`config.mk`:
```
export PLATFORM = sky130hd
export DESIGN_NAME = ccp_unit
export DESIGN_NICKNAME = d
export VERILOG_FILES = /design/src/rtl/ccp_pkg.sv /design/src/rtl/ccp_sync_edge.sv /design/src/rtl/ccp_capture.sv /design/src/rtl/ccp_compare.sv /design/src/rtl/ccp_unit.sv
export SDC_FILE = /design/constraint.sdc
export NUM_CORES = 1
export LEC_CHECK = 0
export BUFFER_PORTS_ARGS = -buffer_cell sky130_fd_sc_hd__buf_2
export CORE_MARGIN = 3
export CORE_UTILIZATION = 49
export DETAILED_ROUTE_END_ITERATION = 16
export PLACE_DENSITY = 0.82
export SLEW_MARGIN = 10
export SYNTH_ARGS = -nofsm -noshare
export SYNTH_HDL_FRONTEND = slang
export SYNTH_SLANG_ARGS = --single-unit
```
`constraint.sdc`:
```
create_clock -name clk -period 5.16 [get_ports clk]
set_input_delay 0 -clock clk [delete_from_list [all_inputs] [get_ports clk]]
set_output_delay 0 -clock clk [all_outputs]
set_load 0.02 [all_outputs]
```
`src/rtl/ccp_pkg.sv`:
```
package ccp_pkg;

  typedef enum logic [3:0] {
    K_OFF,
    K_CAP_FALL,
    K_CAP_RISE,
    K_CAP_DIV_A,
    K_CAP_DIV_B,
    K_CMP_TOGGLE,
    K_CMP_SET,
    K_CMP_CLR,
    K_CMP_FLAG,
    K_CMP_TRST
  } ccp_kind_e;

  function automatic ccp_kind_e ccp_decode(input logic [3:0] code);
    case (code)
      4'b0100: return K_CAP_FALL;
      4'b0101: return K_CAP_RISE;
      4'b0110: return K_CAP_DIV_A;
      4'b0111: return K_CAP_DIV_B;
      4'b0010: return K_CMP_TOGGLE;
      4'b1000: return K_CMP_SET;
      4'b1001: return K_CMP_CLR;
      4'b1010: return K_CMP_FLAG;
      4'b1011: return K_CMP_TRST;
      default: return K_OFF;
    endcase
  endfunction

  function automatic logic ccp_is_compare(input ccp_kind_e k);
    return (k == K_CMP_TOGGLE) || (k == K_CMP_SET) || (k == K_CMP_CLR) ||
           (k == K_CMP_FLAG) || (k == K_CMP_TRST);
  endfunction

endpackage

```
`src/rtl/ccp_sync_edge.sv`:
```
module ccp_sync_edge #(
  parameter int STAGES = 2
) (
  input  logic clk,
  input  logic rst,
  input  logic pin,
  output logic rise,
  output logic fall
);
  // sh[STAGES-1] is the synchronised level, sh[STAGES] its previous value
  logic [STAGES:0] sh;

  always_ff @(posedge clk) begin
    if (rst) sh <= '0;
    else     sh <= {sh[STAGES-1:0], pin};
  end

  assign rise = sh[STAGES-1] & ~sh[STAGES];
  assign fall = ~sh[STAGES-1] & sh[STAGES];

endmodule

```
`src/rtl/ccp_capture.sv`:
```
module ccp_capture
  import ccp_pkg::*;
#(
  parameter int TW    = 16,
  parameter int DIV_A = 4,
  parameter int DIV_B = 16,
  localparam int PRE_W = $clog2(DIV_B)
) (
  input  logic          clk,
  input  logic          rst,
  input  ccp_kind_e     kind,
  input  logic          mode_chg,
  input  logic          rise,
  input  logic          fall,
  input  logic [TW-1:0] timer,
  output logic [TW-1:0] cap_val,
  output logic          cap_evt
);
  localparam logic [PRE_W-1:0] LIM_A = PRE_W'(DIV_A - 1);
  localparam logic [PRE_W-1:0] LIM_B = PRE_W'(DIV_B - 1);

  logic [PRE_W-1:0] cnt;
  logic [PRE_W-1:0] limit;
  logic             qual;

  always_comb begin
    case (kind)
      K_CAP_DIV_A: limit = LIM_A;
      K_CAP_DIV_B: limit = LIM_B;
      default:     limit = '0;
    endcase
    qual = ((kind == K_CAP_FALL) && fall) ||
           (((kind == K_CAP_RISE) || (kind == K_CAP_DIV_A) ||
             (kind == K_CAP_DIV_B)) && rise);
    cap_evt = qual && !mode_chg && (cnt == limit);
  end

  always_ff @(posedge clk) begin
    if (rst || kind == K_OFF) begin
      cnt     <= '0;
      cap_val <= '0;
    end else if (mode_chg) begin
      cnt <= '0;
    end else if (qual) begin
      cnt <= (cnt == limit) ? '0 : cnt + PRE_W'(1);
      if (cap_evt) cap_val <= timer;
    end
  end

  AST_CAP_HOLD: assert property (@(posedge clk) disable iff (rst)
    (!cap_evt && kind != K_OFF) |=> $stable(cap_val));

endmodule

```
`src/rtl/ccp_compare.sv`:
```
module ccp_compare
  import ccp_pkg::*;
#(
  parameter int TW = 16
) (
  input  logic          clk,
  input  logic          rst,
  input  ccp_kind_e     kind,
  input  logic          mode_chg,
  input  logic [TW-1:0] timer,
  input  logic [TW-1:0] cmp_val,
  output logic          match,
  output logic          out_pin,
  output logic          tmr_rst
);
  logic eq;
  logic eq_q;

  assign eq    = (timer == cmp_val);
  assign match = eq && !eq_q && !mode_chg && ccp_is_compare(kind);

  always_ff @(posedge clk) begin
    if (rst) eq_q <= 1'b0;
    else     eq_q <= eq;
  end

  always_ff @(posedge clk) begin
    if (rst || kind == K_OFF) begin
      out_pin <= 1'b0;
    end else if (mode_chg) begin
      if (kind == K_CMP_SET)      out_pin <= 1'b0;
      else if (kind == K_CMP_CLR) out_pin <= 1'b1;
    end else if (match) begin
      case (kind)
        K_CMP_TOGGLE: out_pin <= ~out_pin;
        K_CMP_SET:    out_pin <= 1'b1;
        K_CMP_CLR:    out_pin <= 1'b0;
        default:      out_pin <= out_pin;
      endcase
    end
  end

  always_ff @(posedge clk) begin
    if (rst) tmr_rst <= 1'b0;
    else     tmr_rst <= match && (kind == K_CMP_TRST);
  end

  AST_TRST_PULSE: assert property (@(posedge clk) disable iff (rst)
    tmr_rst |=> !tmr_rst);
  AST_MATCH_ONCE: assert property (@(posedge clk) disable iff (rst)
    match |=> !match);
  AST_SET_HIGH: assert property (@(posedge clk) disable iff (rst)
    (match && kind == K_CMP_SET) |=> out_pin);
  AST_CLR_LOW: assert property (@(posedge clk) disable iff (rst)
    (match && kind == K_CMP_CLR) |=> !out_pin);

endmodule

```
`src/rtl/ccp_unit.sv`:
```
module ccp_unit
  import ccp_pkg::*;
#(
  parameter int TW      = 16,
  parameter int NUM_TMR = 4,
  parameter int SYNC_N  = 2,
  parameter int DIV_A   = 4,
  parameter int DIV_B   = 16,
  localparam int SEL_W  = $clog2(NUM_TMR)
) (
  input  logic                  clk,
  input  logic                  rst,
  input  logic [3:0]            mode,
  input  logic [SEL_W-1:0]      tmr_sel,
  input  logic [NUM_TMR*TW-1:0] tmr_bus,
  input  logic [TW-1:0]         cmp_val,
  input  logic                  cap_pin,
  input  logic                  clr_flag,
  output logic [TW-1:0]         cap_val,
  output logic                  out_pin,
  output logic                  flag,
  output logic                  tmr_rst
);
  logic [TW-1:0] tmr_arr [NUM_TMR];
  logic [TW-1:0] timer;
  logic [3:0]    mode_q;
  logic          mode_chg;
  ccp_kind_e     kind;
  logic          rise, fall, cap_evt, cmp_match;

  for (genvar i = 0; i < NUM_TMR; i++) begin : g_tmr
    assign tmr_arr[i] = tmr_bus[i*TW +: TW];
  end
  assign timer = tmr_arr[tmr_sel];

  always_ff @(posedge clk) begin
    if (rst) mode_q <= 4'b0000;
    else     mode_q <= mode;
  end

  assign mode_chg = (mode != mode_q);
  assign kind     = ccp_decode(mode);

  ccp_sync_edge #(.STAGES(SYNC_N)) u_sync (
    .clk(clk), .rst(rst), .pin(cap_pin), .rise(rise), .fall(fall)
  );

  ccp_capture #(.TW(TW), .DIV_A(DIV_A), .DIV_B(DIV_B)) u_cap (
    .clk(clk), .rst(rst), .kind(kind), .mode_chg(mode_chg),
    .rise(rise), .fall(fall), .timer(timer),
    .cap_val(cap_val), .cap_evt(cap_evt)
  );

  ccp_compare #(.TW(TW)) u_cmp (
    .clk(clk), .rst(rst), .kind(kind), .mode_chg(mode_chg),
    .timer(timer), .cmp_val(cmp_val),
    .match(cmp_match), .out_pin(out_pin), .tmr_rst(tmr_rst)
  );

  always_ff @(posedge clk) begin
    if (rst || kind == K_OFF)     flag <= 1'b0;
    else if (cap_evt || cmp_match) flag <= 1'b1;
    else if (clr_flag)             flag <= 1'b0;
  end

  AST_OFF_QUIET: assert property (@(posedge clk) disable iff (rst)
    (ccp_decode(mode_q) == K_OFF) |-> (!flag && !out_pin && cap_val == '0));
  AST_TRST_FLAG: assert property (@(posedge clk) disable iff (rst)
    tmr_rst |-> flag);
  AST_FLAG_STICKY: assert property (@(posedge clk) disable iff (rst)
    (flag && !clr_flag && kind != K_OFF) |=> flag);

endmodule

```
======== Yosys cells after proc, flatten, opt, wreduce, memory -nomap -nowiden ========
Memory sizes are Yosys's and may differ from the RTL's.
Cells that the tools add are included.
storage, ports and cells
  register bits after elaboration ......... 31
  bits in latches ......................... 0
  RAM bits ................................ 0
  bits in read-only memories .............. 64
  input port bits ......................... 90
  output and inout bits ................... 19
  word-level logic and storage cells ...... 69
  memories kept ........................... 1
cells by class
  $add $sub $neg .......................... 1
  $mul .................................... 0
  divide/modulo/power cells ............... 0
  order comparisons ....................... 1
  eq/ne operators ......................... 13
  shift operators ......................... 0
  mux-type cells .......................... 12
  bitwise gates (word level) .............. 7
  reductions and logical operators ........ 26
memory list
  memory           words  bits a word  rd ports  clocked after memory_dff  write ports  line           text
  (no name shown)  16     4            1         0                         0            ccp_pkg.sv:17  case (code)
operators by type and width
  operator                                                                count
  16-bit binary-select mux with 2-bit select                              1
  16-bit 2-to-1 mux                                                       2
  16-bit equality test                                                    1
  4-bit by 3-bit equality test with 1-bit output (second input constant)  4
  1-bit logical OR                                                        9
  4-bit by 2-bit equality test with 1-bit output (second input constant)  2
  4-bit equality test (second input constant)                             2
  1-bit logical AND                                                       8
  4-bit case mux with 2 select lines                                      1
  1-bit 2-to-1 mux                                                        6
  3-bit AND reduction                                                     2
  4-bit by 1-bit adder with 4-bit output (second input constant)          1
  4-bit by 1-bit equality test with 1-bit output (second input constant)  1
  4-bit equality test                                                     1
  4-bit zero test                                                         1
  4-bit 2-to-1 mux                                                        1
  4-bit inequality test                                                   1
  1-bit inverter                                                          4
  2-bit nonzero test                                                      2
  3-bit >= comparator (second input constant)                             1
  3-bit inequality test (second input constant)                           1
  2-bit inverter with 3-bit output                                        1
  1-bit case mux with 3 select lines                                      1
  3-bit nonzero test                                                      1
  3 further kinds                                                         5

======== Logic depth before layout (Yosys ltp) ========
  depth after elaboration ................. 10
  mapped depth ............................ 11
  depth with buffers taken out ............ 8

======== Cells and area by module ========
Synthesis repeated with hierarchy kept, for this count alone.
second synthesis, totals
  cells, all modules ...................... 202
  area, all modules ....................... 2150.8 sq um
modules (own cells, without submodules)
  module         instances  cells each  area each (sq um)  sequential area each (sq um)
  ccp_capture    1          90          907.1              400.4
  ccp_unit       1          58          778.2              100.1
  ccp_compare    1          46          374.1              60.1
  ccp_sync_edge  1          8           91.3               60.1

======== Worst setup path before layout ========
Ideal clock, no wire load.
  kind .................................... input -> register
  from .................................... in mode[0]
  to ...................................... reg u_cap.cap_val[0]
  data arrival time ....................... 2347 ps
  required time ........................... 5028 ps
  setup slack ............................. 2681 ps
  cell stages on the path ................. 11
  cell sequence ........................... clkbuf_1 -> inv_1 -> ha_1 -> or4b_1 -> o21a_1 -> a221o_1 -> and3_1 -> buf_2 -> buf_2 -> nand3_1 -> a21oi_1
between the ends
  cells in the longest elaborated chain, start to end .. 9
ends and longest elaborated chain
  item                                                                            line               text
  start, declared                                                                 ccp_unit.sv:13     input logic [3:0] mode,
  parallel branches: the longest is 9 deep, another holds memory read 16 x 4 bit  n/a
  end signal, assigned                                                            ccp_capture.sv:46  if (cap_evt) cap_val <= timer;
  end, declared                                                                   ccp_capture.sv:16  output logic [TW-1:0] cap_val,
Parallel ways; which one is timed is not known.
A chain may end at the register's enable or synchronous reset.

======== Worst setup path in the final report ========
  from .................................... in mode[0]
  to ...................................... reg flag
between the ends
  cells in the longest elaborated chain, start to end .. 10
ends and longest elaborated chain
  item                                                                             line            text
  parallel branches: the longest is 10 deep, another holds memory read 16 x 4 bit  n/a
  end signal, assigned                                                             ccp_unit.sv:61  if (rst || kind == K_OFF) flag <= 1'b0;
  end signal, assigned                                                             ccp_unit.sv:62  else if (cap_evt || cmp_match) flag <= 1'b1;
  end signal, assigned                                                             ccp_unit.sv:63  else if (clr_flag) flag <= 1'b0;
  end, declared                                                                    ccp_unit.sv:21  output logic flag,
Parallel ways; which one is timed is not known.

==> results by stage <==
Detailed routing:
- After detailed routing, no signal wire sits above met4.
- The violation count after the first detailed-routing iteration is roughly 100.
- The routed layout has between 2,000 and 2,500 vias.
- The number of vias per cell after detailed routing is 5.66.
- The count of nets left with antenna violations once routing finished came out at 0.
- The total DRC errors in the routed layout is 0.
- The detailed route wirelength on metal3 is 366 µm.
- In the final routed layout, each cell accounts on average for 15.2 µm.
- The wire length on met1 is 2.25 mm.
- The final layout contains routed wiring with a total length of around 5.8 mm.
- The met2 layer wire length in the routed design is between 2 and 3 mm.
- The number of detailed-route iterations in the first pass is 4.

Finish:
- The most frequent standard cell in the layout excluding fill and tap cells is buf_2.
- The number of antenna cells inserted is 0.
- Compared with the post-synthesis result, the final layout area differs by 30.6%.
- In the final layout, the share of cells above drive strength 1 is 0.388.
- In the layout the commonest cells are 108 x buf_2, 31 x dfxtp_1, 29 x a21oi_1.
- The final layout net count is 422.

Floorplanning:
- 109 I/O pins were placed.
- The starting density of the core is 0.517.
- The vertical extent of the die is 71.7 µm.
- The floorplan has 23 rows.
- The full die area is ~5000 µm².
- In this run the standard cell core region covers 4090 µm².
- In this run the horizontal extent of the chip is 71.7 µm.

Worst setup path:
- Walking the worst path, the cells encountered are buf_2 -> inv_1 -> ha_1 -> or4b_1 -> o21a_1 -> a221o_1 -> and3_1 -> a21oi_1 -> a21oi_1.
- The slowest stage of the critical path is the or4b_1 cell.
- The family with the most delay on the worst path is simple AND/OR/NAND/NOR gates.
- Of all nets on the critical path, the largest fanout is 17.
- The endpoint kind of the worst setup timing path is a flip-flop.
- The buffer and inverter count on the worst path is 2.
- STA puts the critical path data required time at 5.29 ns.
- The most prevalent standard cell on the critical path is a21oi_1.
- The arrival time at the worst endpoint is about 2.5 ns.
- The largest single stage delay on the critical path is 0.57 ns.
- The kind of critical path is input pin to flip-flop.
- The critical path launch point type is an input pin.

Min path:
- The path class of the tightest hold or removal check is input pin to flip-flop.

Status:
- The run finished with clean final reports.

Global route:
- For this run, the total global-route usage over all layers was measured as 0.230.
- The total congestion overflow after global routing is 0.
- The number of global-route vias before repair came to 2,109.
- The first-pass GRT wire length is 9.36 mm.
- Entering global routing, the biggest net connects 22 pins.
- The initial antenna violation count is 0.

Logic synthesis:
- The xor/xnor share of the synthesized area is 0.0829.
- The predominant post-synthesis flop cell is dfxtp_1.
- The multiplexer fraction of the synthesized cell area is 0.191.
- The distinct cell type count after synthesis is 44.
- The number of storage elements in the synthesis netlist is 31.
- Of the total synthesized cell area, the portion taken by full adders, half adders and majority gates is 0.0178.
- The compound-cell area share of the yosys netlist is 0.174.
- The largest family of logic cells by synthesized area is multiplexers.
- The synthesized instance count is 227.
- Of the total synthesized cell area, the portion taken by AND, OR, NAND and NOR gates is 0.190.
- Counting flops with a built-in enable in the synthesized netlist gives 0.
- Summing every instance area after synthesis gives 2110 µm².
- When the netlist entered floorplanning its net count stood at between 300 and 400.
- The average instance in the mapped netlist occupies 9.31 µm².
- The proportion of synthesized chip area in sequential cells is 0.294.
- The number of warning messages in the yosys log is 0.
- The fraction of synthesis flops using an asynchronous set or reset pin is 0.

Placed design:
- The HPWL after detailed placement is 4.62 mm.
- The final weighted congestion in routability-driven placement is 0.840.
- The number of port buffers is 108.

STA:
- The number of endpoints failing setup at the final stage is 0.
- Headroom to the max-slew limit came out at 0.560.
- The maximum clock frequency is 0.428 GHz.
- The final hold violation count is 0.
- At the pin with the least slew margin, the transition time is about 0.66 ns.
- Setup repair after global routing left no endpoint under its margin.
- In the final timing run, aggregate negative setup slack is 0 ns.
- The final-report max-slew violation count came to 0.
- In the finished design, the share of the clock period the worst path needs comes to 0.453.
- On the final layout, the worst clock skew is about 0.0023 ns.
- After layout, the minimum clock period comes to 2.33 ns.

Clock network:
- The cell sitting at the root of the clock tree is a clkbuf_8.
- The number of CTS-inserted buffers is 5.
- The H-tree was split into 2 levels.
- The clock net sink count is 31.
- The later-pin clock latency in the skew report is 0.28 ns.
- TritonCTS built the clock tree.
- The number of instances resized during post-cts repair is 0.
- The buffer depth of the longest clock path is 2.
- Buffers added to address setup during post-CTS repair amount to 0.
- The clock-pin transition on the worst setup and hold timing paths is 0.06 ns.

Pwr:
- The clock share of power is 0.353.
- In this run the power density over the cells is 211 nW/µm².
- Internal power comes to 0.435 mW.
- The net switching power is between 0.1 and 0.15 mW.
- The share of total power dissipated in sequential elements is 0.418.
- The combinational share of power is 0.229.
- The overall power is about 0.58 mW.
- Of the total power, the share spent switching nets is 0.254.
- In this run the static leakage power is roughly 1.2 nW.
- IR analysis of the VDD net gives a maximum drop of 0.155 mV.

Flow run:
- The number of max-cap violations is 0.
[Yosys cell counts, types with 3 or more instances]
cell type,n,area share
nor2b_1,8,0.024
nand4_1,5,0.015
nor2_1,6,0.011
dfxtp_1,31,0.29
and3_1,4,0.012
mux4_1,6,0.075
nand2b_1,3,0.0089
mux4_2,10,0.11
a21oi_1,29,0.069
o21ai_0,20,0.047
nand3_1,21,0.050
nand2_1,9,0.016
a21o_1,5,0.018
buf_2,6,0.014
xnor2_1,20,0.083
inv_1,4,0.0071
ha_1,3,0.018
clkbuf_1,8,0.014
[cell type report]
cell class	instances	area, µm²
Timing Repair Buffer	111	568
Sequential cell	31	621
Tap cell	50	62.6
Fill cell	310	1330
Inverter	4	15.0
Clock buffer	8	100
Multi-Input combinational cell	176	1390
[kinds of logic (layout without fill, tap and decap cells)]
family | count (synthesis) | in the layout
AO/OA/AOI/OAI | 65 | 65
AND/OR/NAND/NOR | 70 | 70
adder cells (fa/ha/maj) | 3 | 3
multiplexers | 18 | 18
flip-flops | 31 | 31
XOR/XNOR | 20 | 20
buffers and inverters | 20 | 123
[power by group through the flow]
stage | clock [mW] | combinational [mW] | sequential [mW]
2_1_floorplan | 0 | 0.0867 | 0.249
3_3_place_gp | 0 | 0.129 | 0.249
3_5_place_dp | 0 | 0.132 | 0.249
4_1_cts | 0.211 | 0.133 | 0.243
5_1_grt | 0.222 | 0.147 | 0.243
6_report | 0.206 | 0.133 | 0.243
[worst paths after layout]
| path | start | endpoint | slack, ns | depth (start not counted) |
|---|---|---|---|---|
| setup / recovery | mode[0] | flag | 2.83 | 9 |
| hold / removal | mode[1] | mode_q[1] | 0.06 | 2 |
| setup reg to reg | u_cap.cnt[0] | u_cap.cap_val[7] | 3.15 | 6 |
| hold reg to reg | u_sync.sh[0] | u_sync.sh[1] | 0.44 | 1 |
[timing repair]
| action | 4_1_cts | 5_1_grt |
|---|---|---|
| setup endpoints to repair | 0 | 0 |
| hold endpoints to repair | 2 | 0 |
| hold buffers | 2 | 0 |
[metal layers]
layer,GRT usage,vias to the layer above
met2,0.408,86
li1,-,1060
met4,0.102,0
met1,0.262,992
met5,0,-
met3,0.0533,12
[state kept, by name (all words and copies together), names as in the netlist]
name	flops
u_cmp.tmr_rst	1
u_sync.sh	3
u_cap.cnt	4
flag	1
u_cap.cap_val	16
mode_q	4
u_cmp.out_pin	1
u_cmp.eq_q	1
[metrics by stage]
step | std cells | setup WS [ns] | hold WS [ns] | area [µm²] | utilization
6_report | 380 | 2.83 | 0.0593 | 2760 | 0.675
5_1_grt | 380 | 2.68 | 0.0664 | 2760 | 0.675
4_1_cts | 380 | 2.88 | 0.0477 | 2760 | 0.675
3_5_place_dp | 370 | 2.59 | 0.223 | 2640 | 0.646
3_3_place_gp | 370 | 2.65 | 0.213 | 2640 | 0.646
2_1_floorplan | 227 | 2.68 | 0.0667 | 2110 | -
No activity file was read; power rests on OpenSTA's default activity.
